==> src/rtl/poker_pkg.sv <==
package poker_pkg;
  typedef enum logic [2:0] {
    PS_SCRUB, PS_IDLE, PS_LOAD, PS_WAIT, PS_CLEAR, PS_MUL, PS_ACC, PS_EVAL
  } post_state_t;
endpackage

==> src/rtl/poker_sq_serial.sv <==
// Shift-add squarer: one multiplier bit per cycle.
module poker_sq_serial #(
  parameter int W = 9
) (
  input  logic           clk,
  input  logic           rst,
  input  logic           start_i,
  input  logic [W-1:0]   val_i,
  output logic           done_o,
  output logic [2*W-1:0] prod_o
);
  localparam int ST_W = $clog2(W + 1);

  logic [2*W-1:0] mcand;
  logic [W-1:0]   mplier;
  logic [ST_W-1:0] steps;
  logic           busy;

  always_ff @(posedge clk) begin
    if (rst) begin
      mcand  <= '0;
      mplier <= '0;
      steps  <= '0;
      busy   <= 1'b0;
      done_o <= 1'b0;
      prod_o <= '0;
    end else begin
      done_o <= 1'b0;
      if (start_i) begin
        mcand  <= {{W{1'b0}}, val_i};
        mplier <= val_i;
        prod_o <= '0;
        steps  <= '0;
        busy   <= 1'b1;
      end else if (busy) begin
        if (mplier[0]) prod_o <= prod_o + mcand;
        mcand  <= mcand << 1;
        mplier <= mplier >> 1;
        steps  <= steps + 1'b1;
        if (steps == ST_W'(W-1)) begin
          busy   <= 1'b0;
          done_o <= 1'b1;
        end
      end
    end
  end
endmodule

==> src/rtl/poker_post.sv <==
// Scrubs the RAM after reset, then evaluates and clears each finished sector.
module poker_post
  import poker_pkg::*;
#(
  parameter int NIB_W     = 4,
  parameter int CNT_W     = 9,
  parameter int ACC_W     = 25,
  parameter int SUM_LO    = 1563175,
  parameter int SUM_HI    = 1576929,
  parameter int CNT_LIMIT = 428
) (
  input  logic             clk,
  input  logic             rst,
  input  logic             start_i,
  input  logic             start_sec_i,
  output logic [NIB_W:0]   ram_addr_o,
  output logic             ram_we_o,
  output logic [CNT_W-1:0] ram_wdata_o,
  input  logic [CNT_W-1:0] ram_rdata_i,
  output logic             busy_o,
  output logic             init_done_o,
  output logic             ready_o,
  output logic             pass_o
);
  localparam int ADDR_W = NIB_W + 1;

  post_state_t       state;
  logic [NIB_W-1:0]  idx;
  logic              sec_q;
  logic [CNT_W-1:0]  cnt_q;
  logic [ACC_W-1:0]  acc;
  logic              big;
  logic [ADDR_W-1:0] scrub_cnt;
  logic              sq_start, sq_done;
  logic [2*CNT_W-1:0] sq_prod;

  assign sq_start = (state == PS_CLEAR);

  poker_sq_serial #(.W(CNT_W)) sq_i (
    .clk     (clk),
    .rst     (rst),
    .start_i (sq_start),
    .val_i   (cnt_q),
    .done_o  (sq_done),
    .prod_o  (sq_prod)
  );

  always_ff @(posedge clk) begin
    if (rst) begin
      state     <= PS_SCRUB;
      idx       <= '0;
      sec_q     <= 1'b0;
      cnt_q     <= '0;
      acc       <= '0;
      big       <= 1'b0;
      scrub_cnt <= '0;
      ready_o   <= 1'b0;
      pass_o    <= 1'b0;
    end else begin
      ready_o <= 1'b0;
      case (state)
        PS_SCRUB: begin
          scrub_cnt <= scrub_cnt + 1'b1;
          if (&scrub_cnt) state <= PS_IDLE;
        end
        PS_IDLE: begin
          if (start_i) begin
            sec_q <= start_sec_i;
            idx   <= '0;
            acc   <= '0;
            big   <= 1'b0;
            state <= PS_LOAD;
          end
        end
        PS_LOAD:  state <= PS_WAIT;
        PS_WAIT: begin
          cnt_q <= ram_rdata_i;
          state <= PS_CLEAR;
        end
        PS_CLEAR: state <= PS_MUL;
        PS_MUL:   if (sq_done) state <= PS_ACC;
        PS_ACC: begin
          acc <= acc + ACC_W'(sq_prod);
          big <= big | (cnt_q > CNT_W'(CNT_LIMIT));
          if (&idx) begin
            state <= PS_EVAL;
          end else begin
            idx   <= idx + 1'b1;
            state <= PS_LOAD;
          end
        end
        PS_EVAL: begin
          ready_o <= 1'b1;
          pass_o  <= !big && (acc > ACC_W'(SUM_LO)) && (acc < ACC_W'(SUM_HI));
          state   <= PS_IDLE;
        end
        default: state <= PS_IDLE;
      endcase
    end
  end

  assign ram_addr_o  = (state == PS_SCRUB) ? scrub_cnt : {sec_q, idx};
  assign ram_we_o    = (state == PS_SCRUB) || (state == PS_CLEAR);
  assign ram_wdata_o = '0;
  assign busy_o      = (state != PS_IDLE);
  assign init_done_o = (state != PS_SCRUB);
endmodule

==> config.mk <==
export PLATFORM = sky130hd
export DESIGN_NAME = poker_post
export DESIGN_NICKNAME = d
export VERILOG_FILES = /design/src/rtl/poker_pkg.sv /design/src/rtl/poker_sq_serial.sv /design/src/rtl/poker_post.sv
export SDC_FILE = /design/constraint.sdc
export NUM_CORES = 1
export LEC_CHECK = 0
export BUFFER_PORTS_ARGS = -buffer_cell sky130_fd_sc_hd__buf_2
export CELL_PAD_IN_SITES_DETAIL_PLACEMENT = 0
export CELL_PAD_IN_SITES_GLOBAL_PLACEMENT = 2
export CORE_MARGIN = 2
export CORE_UTILIZATION = 25
export CTS_CLUSTER_DIAMETER = 100
export DETAILED_ROUTE_END_ITERATION = 6
export PLACE_DENSITY = 0.66
export SYNTH_ARGS = -nofsm -noshare
export SYNTH_HDL_FRONTEND = slang
export SYNTH_HIERARCHICAL = 1
export SYNTH_SLANG_ARGS = --single-unit
==> constraint.sdc <==
create_clock -name clk -period 5.4 [get_ports clk]
set_clock_uncertainty 0.15 [all_clocks]
set_input_delay 0.81 -clock clk [delete_from_list [all_inputs] [get_ports clk]]
set_output_delay 0.81 -clock clk [all_outputs]
set_load 0.03 [all_outputs]
=== Yosys cells after proc, flatten, opt, wreduce, memory -nomap -nowiden ===
Index checks and enable logic that the tools add are counted.
Widths: inputs -> output; s select.

* Bits in registers: 101
* Input port bits: 13
* Word-level logic and storage cells: 78

* Add/subtract/negate cells: 5
* $lt $le $gt $ge: 3
* Equality and inequality tests: 13
* Multiplexer cells: 22
* Bitwise gates (word level): 2
* Reductions and logical operators: 17

{| class="wikitable"
|+ Operators with widths
! kind !! count
|-
| $pmux 25 s2 || 1
|-
| $mux 9 || 4
|-
| $add 25x18->25 || 1
|-
| $gt 25x21->1 const B || 1
|-
| $lt 25x21->1 const B || 1
|-
| $mux 25 || 1
|-
| $pmux 3 s8 || 1
|-
| $add 18x18->18 || 1
|-
| $eq 3x3->1 const B || 4
|-
| $mux 3 || 4
|-
| $gt 9x9->1 const B || 1
|-
| $add 4x1->4 const B || 2
|-
| $mux 4 || 2
|-
| $pmux 4 s2 || 1
|-
| $eq 3x2->1 const B || 2
|-
| $mux 1 || 6
|-
| $ne 2x2->1 const B || 3
|-
| $reduce_and 2->1 || 3
|-
| $reduce_and 3->1 || 2
|-
| $add 5x1->5 const B || 1
|-
| $mux 5 || 1
|-
| $reduce_and 5->1 || 1
|-
| $eq 4x4->1 const B || 1
|-
| $reduce_and 4->1 || 1
|-
| other kinds (14) || 16
|}

=== Longest topological paths before layout ===
Gate-level depths: netlist of the first run.

* Depth in word-level cells: 4
* Mapped depth: 10
* Depth with buffers taken out: 10

=== Cells and area by module ===
Netlist of the first run, hierarchy kept.

{| class="wikitable"
|+ By module, submodules not included
! module !! times used !! cells each !! area each (um^2) !! seq. area each (um^2)
|-
| poker_post || 1 || 392 || 3,269.4 || 1,001.0
|-
| poker_sq_serial || 1 || 328 || 2,870.3 || 1,021.0
|}

=== Worst setup path after synthesis of the first run ===
OpenSTA, ideal clock, no wires.

* Path type: register to output
* Start point: reg state[2]
* End point: out ram_addr_o[0]
* Arrival: 1,519 ps
* Slack: 2,921 ps
* Stages on the path, launching flop included: 5
* Cells stage by stage: dfxtp_1 clkbuf_1 nor3_1 clkbuf_1 mux2_2

* Word-level cells in the longest chain between the ends: 2

{| class="wikitable"
|+ RTL lines
! item !! line !! source
|-
| from (decl) || poker_post.sv:27 || <nowiki>post_state_t state;</nowiki>
|-
| from (signal assigned) || poker_post.sv:50 || <nowiki>state <= PS_SCRUB;</nowiki>
|-
| from (signal assigned) || poker_post.sv:64 || <nowiki>if (&scrub_cnt) state <= PS_IDLE;</nowiki>
|-
| from (signal assigned) || poker_post.sv:72 || <nowiki>state <= PS_LOAD;</nowiki>
|-
| $logic_not 3->1 || poker_post.sv:102 || <nowiki>assign ram_addr_o = (state == PS_SCRUB) ? scrub_cnt : {sec_q, idx};</nowiki>
|-
| $mux 5 || poker_post.sv:102 ||
|-
| to (decl) || poker_post.sv:16 || <nowiki>output logic [NIB_W:0] ram_addr_o,</nowiki>
|}

Every way passes these cells.

=== Final worst setup path of the first run ===
* Start point: reg acc[0]
* End point: reg acc[20]

* Word-level cells in the longest chain between the ends: 2

{| class="wikitable"
|+ RTL lines
! item !! line !! source
|-
| from (decl) || poker_post.sv:31 || <nowiki>logic [ACC_W-1:0] acc;</nowiki>
|-
| from (signal assigned) || poker_post.sv:83 || <nowiki>acc <= acc + ACC_W'(sq_prod);</nowiki>
|-
| $add 25x18->25 || poker_post.sv:83 ||
|-
| $pmux 25 s2 || poker_post.sv:61 || <nowiki>case (state)</nowiki>
|}

Every way passes these cells.
A chain may end at the register's enable or synchronous reset.

==> results.toml, run 1 <==
[routing]
vias_per_cell = 4.69
drt_iter0_markers = 254
avgRoutedWirePerCell_um = 14.7
postRouteAntennaNets = 0
post-route-drc-count = 0
vias = 4954
drt_wl_total_mm = 15.5
drtPass1Iterations = 5

[clocking]
cts_tree = "built"
post-cts-setup-buffers = 0
clock-root-buffer = "clkbuf_16"
cts_sinks = 101
clock_path_buffers = 2
h-tree-depth = 3
worstSkewPairLatency_ps = 360
cts_buffers = 9
cts_resized = 0
cts_hold_buf = 0
cts.clk_slew.worst_paths_ps = 80

[finish]
layout.nets = 782
diodes = 0
areaGrowthSynthToFinish_pct = 10.9
design_area_um2 = 6810
layout-drive-gt1-share_pct = 11.7
stdcell_count = 1056

[yosys]
synth.avg_cell_area_um2 = 8.53
syn_area_um2 = 6140
synth_common_cells = "dfxtp_1 (101), nor2_1 (87), nand2_1 (61), a21oi_1 (55), ha_1 (40)"
ys_top_cells_by_area = "dfxtp_1 (33%), ha_1 (8.2%), nor2_1 (5.3%)"
yosys_register_bits = 101
yosysMostFrequentCell = "dfxtp_1"
yosys.cell_types.count = 73
yosys_warnings = 6
postSynthCellCount = 720
synth_edf_count = 0
yosys.area.top_type = "dfxtp_1"
yosysSeqAreaShare_pct = 32.9
async_reset_ff_share_pct = 0
synth_ff_type = "dfxtp_1"
synth.top_cell.area_share_pct = 32.9

[sta]
post-route-period-util_pct = 51.8
worst_pin_slew_ps = 809
setup-violations-final = 0
setup_slack_ps = 2600
min_period_ps = 2800
clock.fmax_mhz = 357
rsz0062_at_grt = "false"
relSlewSlack_pct = 45.9
hold_viol_final = 0
drv_slew = 0
tns_ps = 0

[worst_hold_path]
worstHoldPathType = "flop to flop"

[critical_path]
crit_arrival_ps = 2890
critPathKind = "flop to flop"
reg2reg_depth = 10
endpoint = "acc[20]$_SDFFE_PP0P_"
start_kind = "flop"
cp-startpoint = "acc[0]$_SDFFE_PP0P_"
reg2reg_slack_ps = 2600
endpoint_kind = "flop"
cp.required_ps = 5490
r2r_end = "acc[20]$_SDFFE_PP0P_"
critical_path.max_fanout = 4
rr_startpoint = "acc[0]$_SDFFE_PP0P_"

[global_route]
grt_pass1_wl_mm = 25.8
grt_use_total_pct = 12.4
overflow = 0
grt_max_degree = 39
antenna_found_initial = 0
grt_pass1_vias = 4854

[floorplanning]
die_x_um = 161
ios = 32
num_rows = 57
core-area_um2 = 24200
die_area_um2 = 25800
initial_utilization_pct = 25.3
fp.dieH_um = 161

[status]
outcome = "completed"

[placed_design]
dpl_cell_area_um2 = 6520
place_ws_ps = 2640
place_congestion = 0.789
post-dp-hpwl_mm = 11.5
port-buffer-count = 22
dpl.cell_count = 1040

[pwr]
pwr-share-seq_pct = 51.7
p_sw_mw = 0.366
ir_drop_v = 0.000143
pwr-share-clk_pct = 45.2
p_leak_nw = 2.82
p_sw_share_pct = 25.3
internal_power_mw = 1.08
combPwrFrac_pct = 3.1
powerDensity_nw_per_um2 = 213

[flow_run]
maxCapViolations = 0
==> power groups by stage <==
stage | sequential [mW] | clock [mW] | combinational (mW)
floorplan | 0.765 | 0 | 0.0386
global placement | 0.766 | 0 | 0.0467
detailed placement | 0.766 | 0 | 0.0462
CTS | 0.748 | 0.685 | 0.0464
global route | 0.749 | 0.715 | 0.0497
finish | 0.748 | 0.655 | 0.0454
==> kinds of logic after synthesis <==
family,after synthesis,synth area share [%]
mux,49,8.48
buf+inv,64,4.81
fa+ha+maj,42,8.80
simple gates,251,20.1
flops,101,32.9
compound gates,179,20.1
xor+xnor,33,4.71
other cells,1,0.0611
==> flip-flops by register name, summed over array words and instances, names as in the netlist <==
| name | cells |
|---|---|
| acc | 25 |
| sq_i/mcand | 18 |
| sq_i/prod_o | 18 |
| cnt_q | 9 |
| sq_i/mplier | 9 |
| scrub_cnt | 5 |
| idx | 4 |
| sq_i/steps | 4 |
| state | 3 |
| big | 1 |
| pass_o | 1 |
| ready_o | 1 |
| sec_q | 1 |
| sq_i/busy | 1 |
| sq_i/done_o | 1 |
==> worst min-delay path by stage <==
stage,cells past startpoint,slack (ps),end,startpoint
after floorplan,2,270,big$_SDFFE_PP0P_,big$_SDFFE_PP0P_
after global placement,2,300,big$_SDFFE_PP0P_,big$_SDFFE_PP0P_
after detailed placement,2,320,big$_SDFFE_PP0P_,big$_SDFFE_PP0P_
after CTS,2,340,big$_SDFFE_PP0P_,big$_SDFFE_PP0P_
after global routing,2,370,big$_SDFFE_PP0P_,big$_SDFFE_PP0P_
final,2,340,pass_o$_SDFFE_PP0P_,pass_o$_SDFFE_PP0P_
==> cell type report <==
class                   instances  area [um^2]
repair buffers                 26          140
well taps                     324          405
clock buffers                   9          225
multi-input cells             563         3850
flip-flops and latches        101         2020
inverters                      26         97.6
fillers                      2629        17400
clock inverters                 7         66.3
==> worst max-delay path, stage by stage, from the launching register on <==
cell	delay [ps]
dfxtp_1	390
ha_1	190
inv_1	50
fa_1	410
nor2b_2	180
o21ai_2	110
a31oi_4	210
o211ai_4	120
a2111oi_4	390
o21ai_1	120
mux2_1	330
==> cells in the final DEF (no fill, tap or decap), drive strengths merged, types with 7 or more instances in the layout <==
cell type | Yosys | routed
xor2 | 17 | 17
a22oi | 7 | 7
a21o | 16 | 16
xnor2 | 16 | 16
conb | 1 | 9
o21ai | 38 | 38
nand3 | 20 | 20
dfxtp | 101 | 101
nor2 | 87 | 87
mux2i | 28 | 28
buf | 19 | 26
ha | 40 | 40
a21oi | 57 | 57
clkbuf | 19 | 9
nand4 | 10 | 10
mux2 | 21 | 21
inv | 26 | 29
o21a | 17 | 17
nand2 | 63 | 63
nand2b | 8 | 8
and3 | 13 | 13
nor3b | 8 | 8
==> per-layer routing <==
| metal | GRT usage, % | vias up | share of wire [%] | wire length (um) |
|---|---|---|---|---|
| met2 | 19.7 | 57 | 44 | 6880 |
| met1 | 17.3 | 2298 | 52 | 8030 |
| met4 | 4.55 | 0 | 1.6 | 249 |
| met5 | 0 | - | 0 | 0 |
| li1 | - | 2588 | - | - |
| met3 | 1.32 | 11 | 2.1 | 331 |
==> per-stage QoR <==
step / hold slack, ps / utilization [%] / power, mW
global route: 368 / 28.1 / 1.51
detailed placement: 324 / 26.9 / 0.812
finish: 342 / 28.1 / 1.45
floorplan: 266 / - / 0.804
global placement: 303 / 26.9 / 0.813
CTS: 342 / 28.1 / 1.48
Power figures use the tool's default switching activity.
==> inputs of run 2 (changes only) <==
clock period = 2.9 ns   (was 5.4 ns; I/O delays follow)
==> results.toml, run 2 (synthesis gave the netlist of run 1 again) <==
[clocking]
cts_tree = "built"
h-tree-depth = 3
worstSkewPairLatency_ps = 360
post-cts-setup-buffers = 0
cts_sinks = 101
cts_resized = 0
cts_hold_buf = 0
clock_path_buffers = 2
cts_buffers = 9
cts.clk_slew.worst_paths_ps = 80
clock-root-buffer = "clkbuf_16"

[critical_path]
slowest_stage = "fa_1"
critPathKind = "flop to flop"
cp.required_ps = 2990
crit_chain = "ha_1 -> inv_1 -> fa_1 -> nor2b_2 -> o21ai_2 -> a31oi_4 -> o211ai_4 -> a2111oi_4 -> o21ai_1 -> mux2_1"
critical_path_buf_inv_count = 1
crit_arrival_ps = 2760
endpoint_kind = "flop"
critical_path.max_fanout = 4
cp_top_family = "compound AO/OA/AOI/OAI gates"
start_kind = "flop"
slowest_delay_ps = 410

[sta]
drv_slew = 0
setup-violations-final = 0
post-route-period-util_pct = 92.0
worst_pin_slew_ps = 666
min_period_ps = 2670
hold_viol_final = 0
relSlewSlack_pct = 55.4
tns_ps = 0
clock.fmax_mhz = 375
rsz0062_at_grt = "false"

[routing]
drt_iter0_markers = 241
drt_wl_total_mm = 15.4
vias_per_cell = 4.68
vias = 5022
post-route-drc-count = 0
avgRoutedWirePerCell_um = 14.4
drtPass1Iterations = 5
postRouteAntennaNets = 0

[global_route]
grt_use_total_pct = 12.4
grt_pass1_wl_mm = 25.8
overflow = 0
antenna_found_initial = 0
grt_max_degree = 37
grt_pass1_vias = 4902

[finish]
final_cell_mix = "dfxtp_1 (101), nor2_1 (87), nand2_1 (61), a21oi_1 (55), ha_1 (40)"
largest_reg_flops = 25
layout.nets = 798
areaGrowthSynthToFinish_pct = 12.9
largest-register = "acc"
stdcell_count = 1072
layout-drive-gt1-share_pct = 13.5
diodes = 0
nFillCells = 2628
top_regs = "acc (25), sq_i/mcand (18), sq_i/prod_o (18)"
final_common_cell = "dfxtp_1"

[floorplanning]
core-area_um2 = 24200
num_rows = 57
fp.dieH_um = 161
initial_utilization_pct = 25.3
die_area_um2 = 25800
die_x_um = 161
ios = 32

[worst_hold_path]
worstHoldPathType = "primary input to flop"

[placed_design]
place_congestion = 0.770
port-buffer-count = 22
post-dp-hpwl_mm = 11.8
dpl.cell_count = 1056

[status]
outcome = "completed"

[pwr]
ir_drop_v = 0.000269
p_leak_nw = 2.90
powerDensity_nw_per_um2 = 390

[flow_run]
maxCapViolations = 0
run 2: layout make-up:
type                    count  area, um^2  share of cell area (%)
clock buffers              10         229                    3.30
clock inverters             6        62.6                   0.903
inverters                  26        97.6                    1.41
multi-input cells         563        3850                    55.6
flip-flops and latches    101        2020                    29.2
well taps                 324         405                    5.85
repair buffers             42         260                    3.76
run 2: per-layer routing:
| metal | track usage, % | vias up | part of all wire [%] | routed length (um) |
|---|---|---|---|---|
| li1 | - | 2605 | - | - |
| met2 | 20.2 | 59 | 46 | 7030 |
| met5 | 0 | - | 0 | 0 |
| met3 | 1.52 | 16 | 1.8 | 276 |
| met4 | 4.46 | 0 | 1.8 | 276 |
| met1 | 16.9 | 2342 | 51 | 7830 |
run 2: tightest hold or removal path, cell delays in order:
cell and delay, ps:
buf_2 70, mux2i_1 50, nor2_1 70
run 2: final timing paths:
path / to / depth (start not counted) / from / slack [ps]
setup / recovery: acc[20]$_SDFFE_PP0P_ / 10 / acc[0]$_SDFFE_PP0P_ / 230
setup reg to reg: acc[20]$_SDFFE_PP0P_ / 10 / acc[0]$_SDFFE_PP0P_ / 230
hold / removal: cnt_q[2]$_SDFFE_PP0N_ / 3 / ram_rdata_i[2] / 150
hold reg to reg: big$_SDFFE_PP0P_ / 2 / big$_SDFFE_PP0P_ / 320
run 2: power by group:
part / internal (mW) / switching, mW / leakage (nW)
sequential: 1.39 / 0.00421 / 0.814
combinational: 0.0255 / 0.0629 / 1.95
clock: 0.607 / 0.615 / 0.142
run 2: stage by stage:
step / instance area (um^2) / utilization [%] / hold slack, ps / power [mW] / setup slack (ps)
3_5_place_dp: 6640 / 27.4 / 308 / 1.52 / 251
3_3_place_gp: 6640 / 27.4 / 320 / 1.52 / 279
6_report: 6930 / 28.6 / 148 / 2.70 / 233
4_1_cts: 6930 / 28.6 / 134 / 2.76 / 219
2_1_floorplan: 6170 / - / 266 / 1.50 / 430
5_1_grt: 6930 / 28.6 / 154 / 2.81 / 9.82
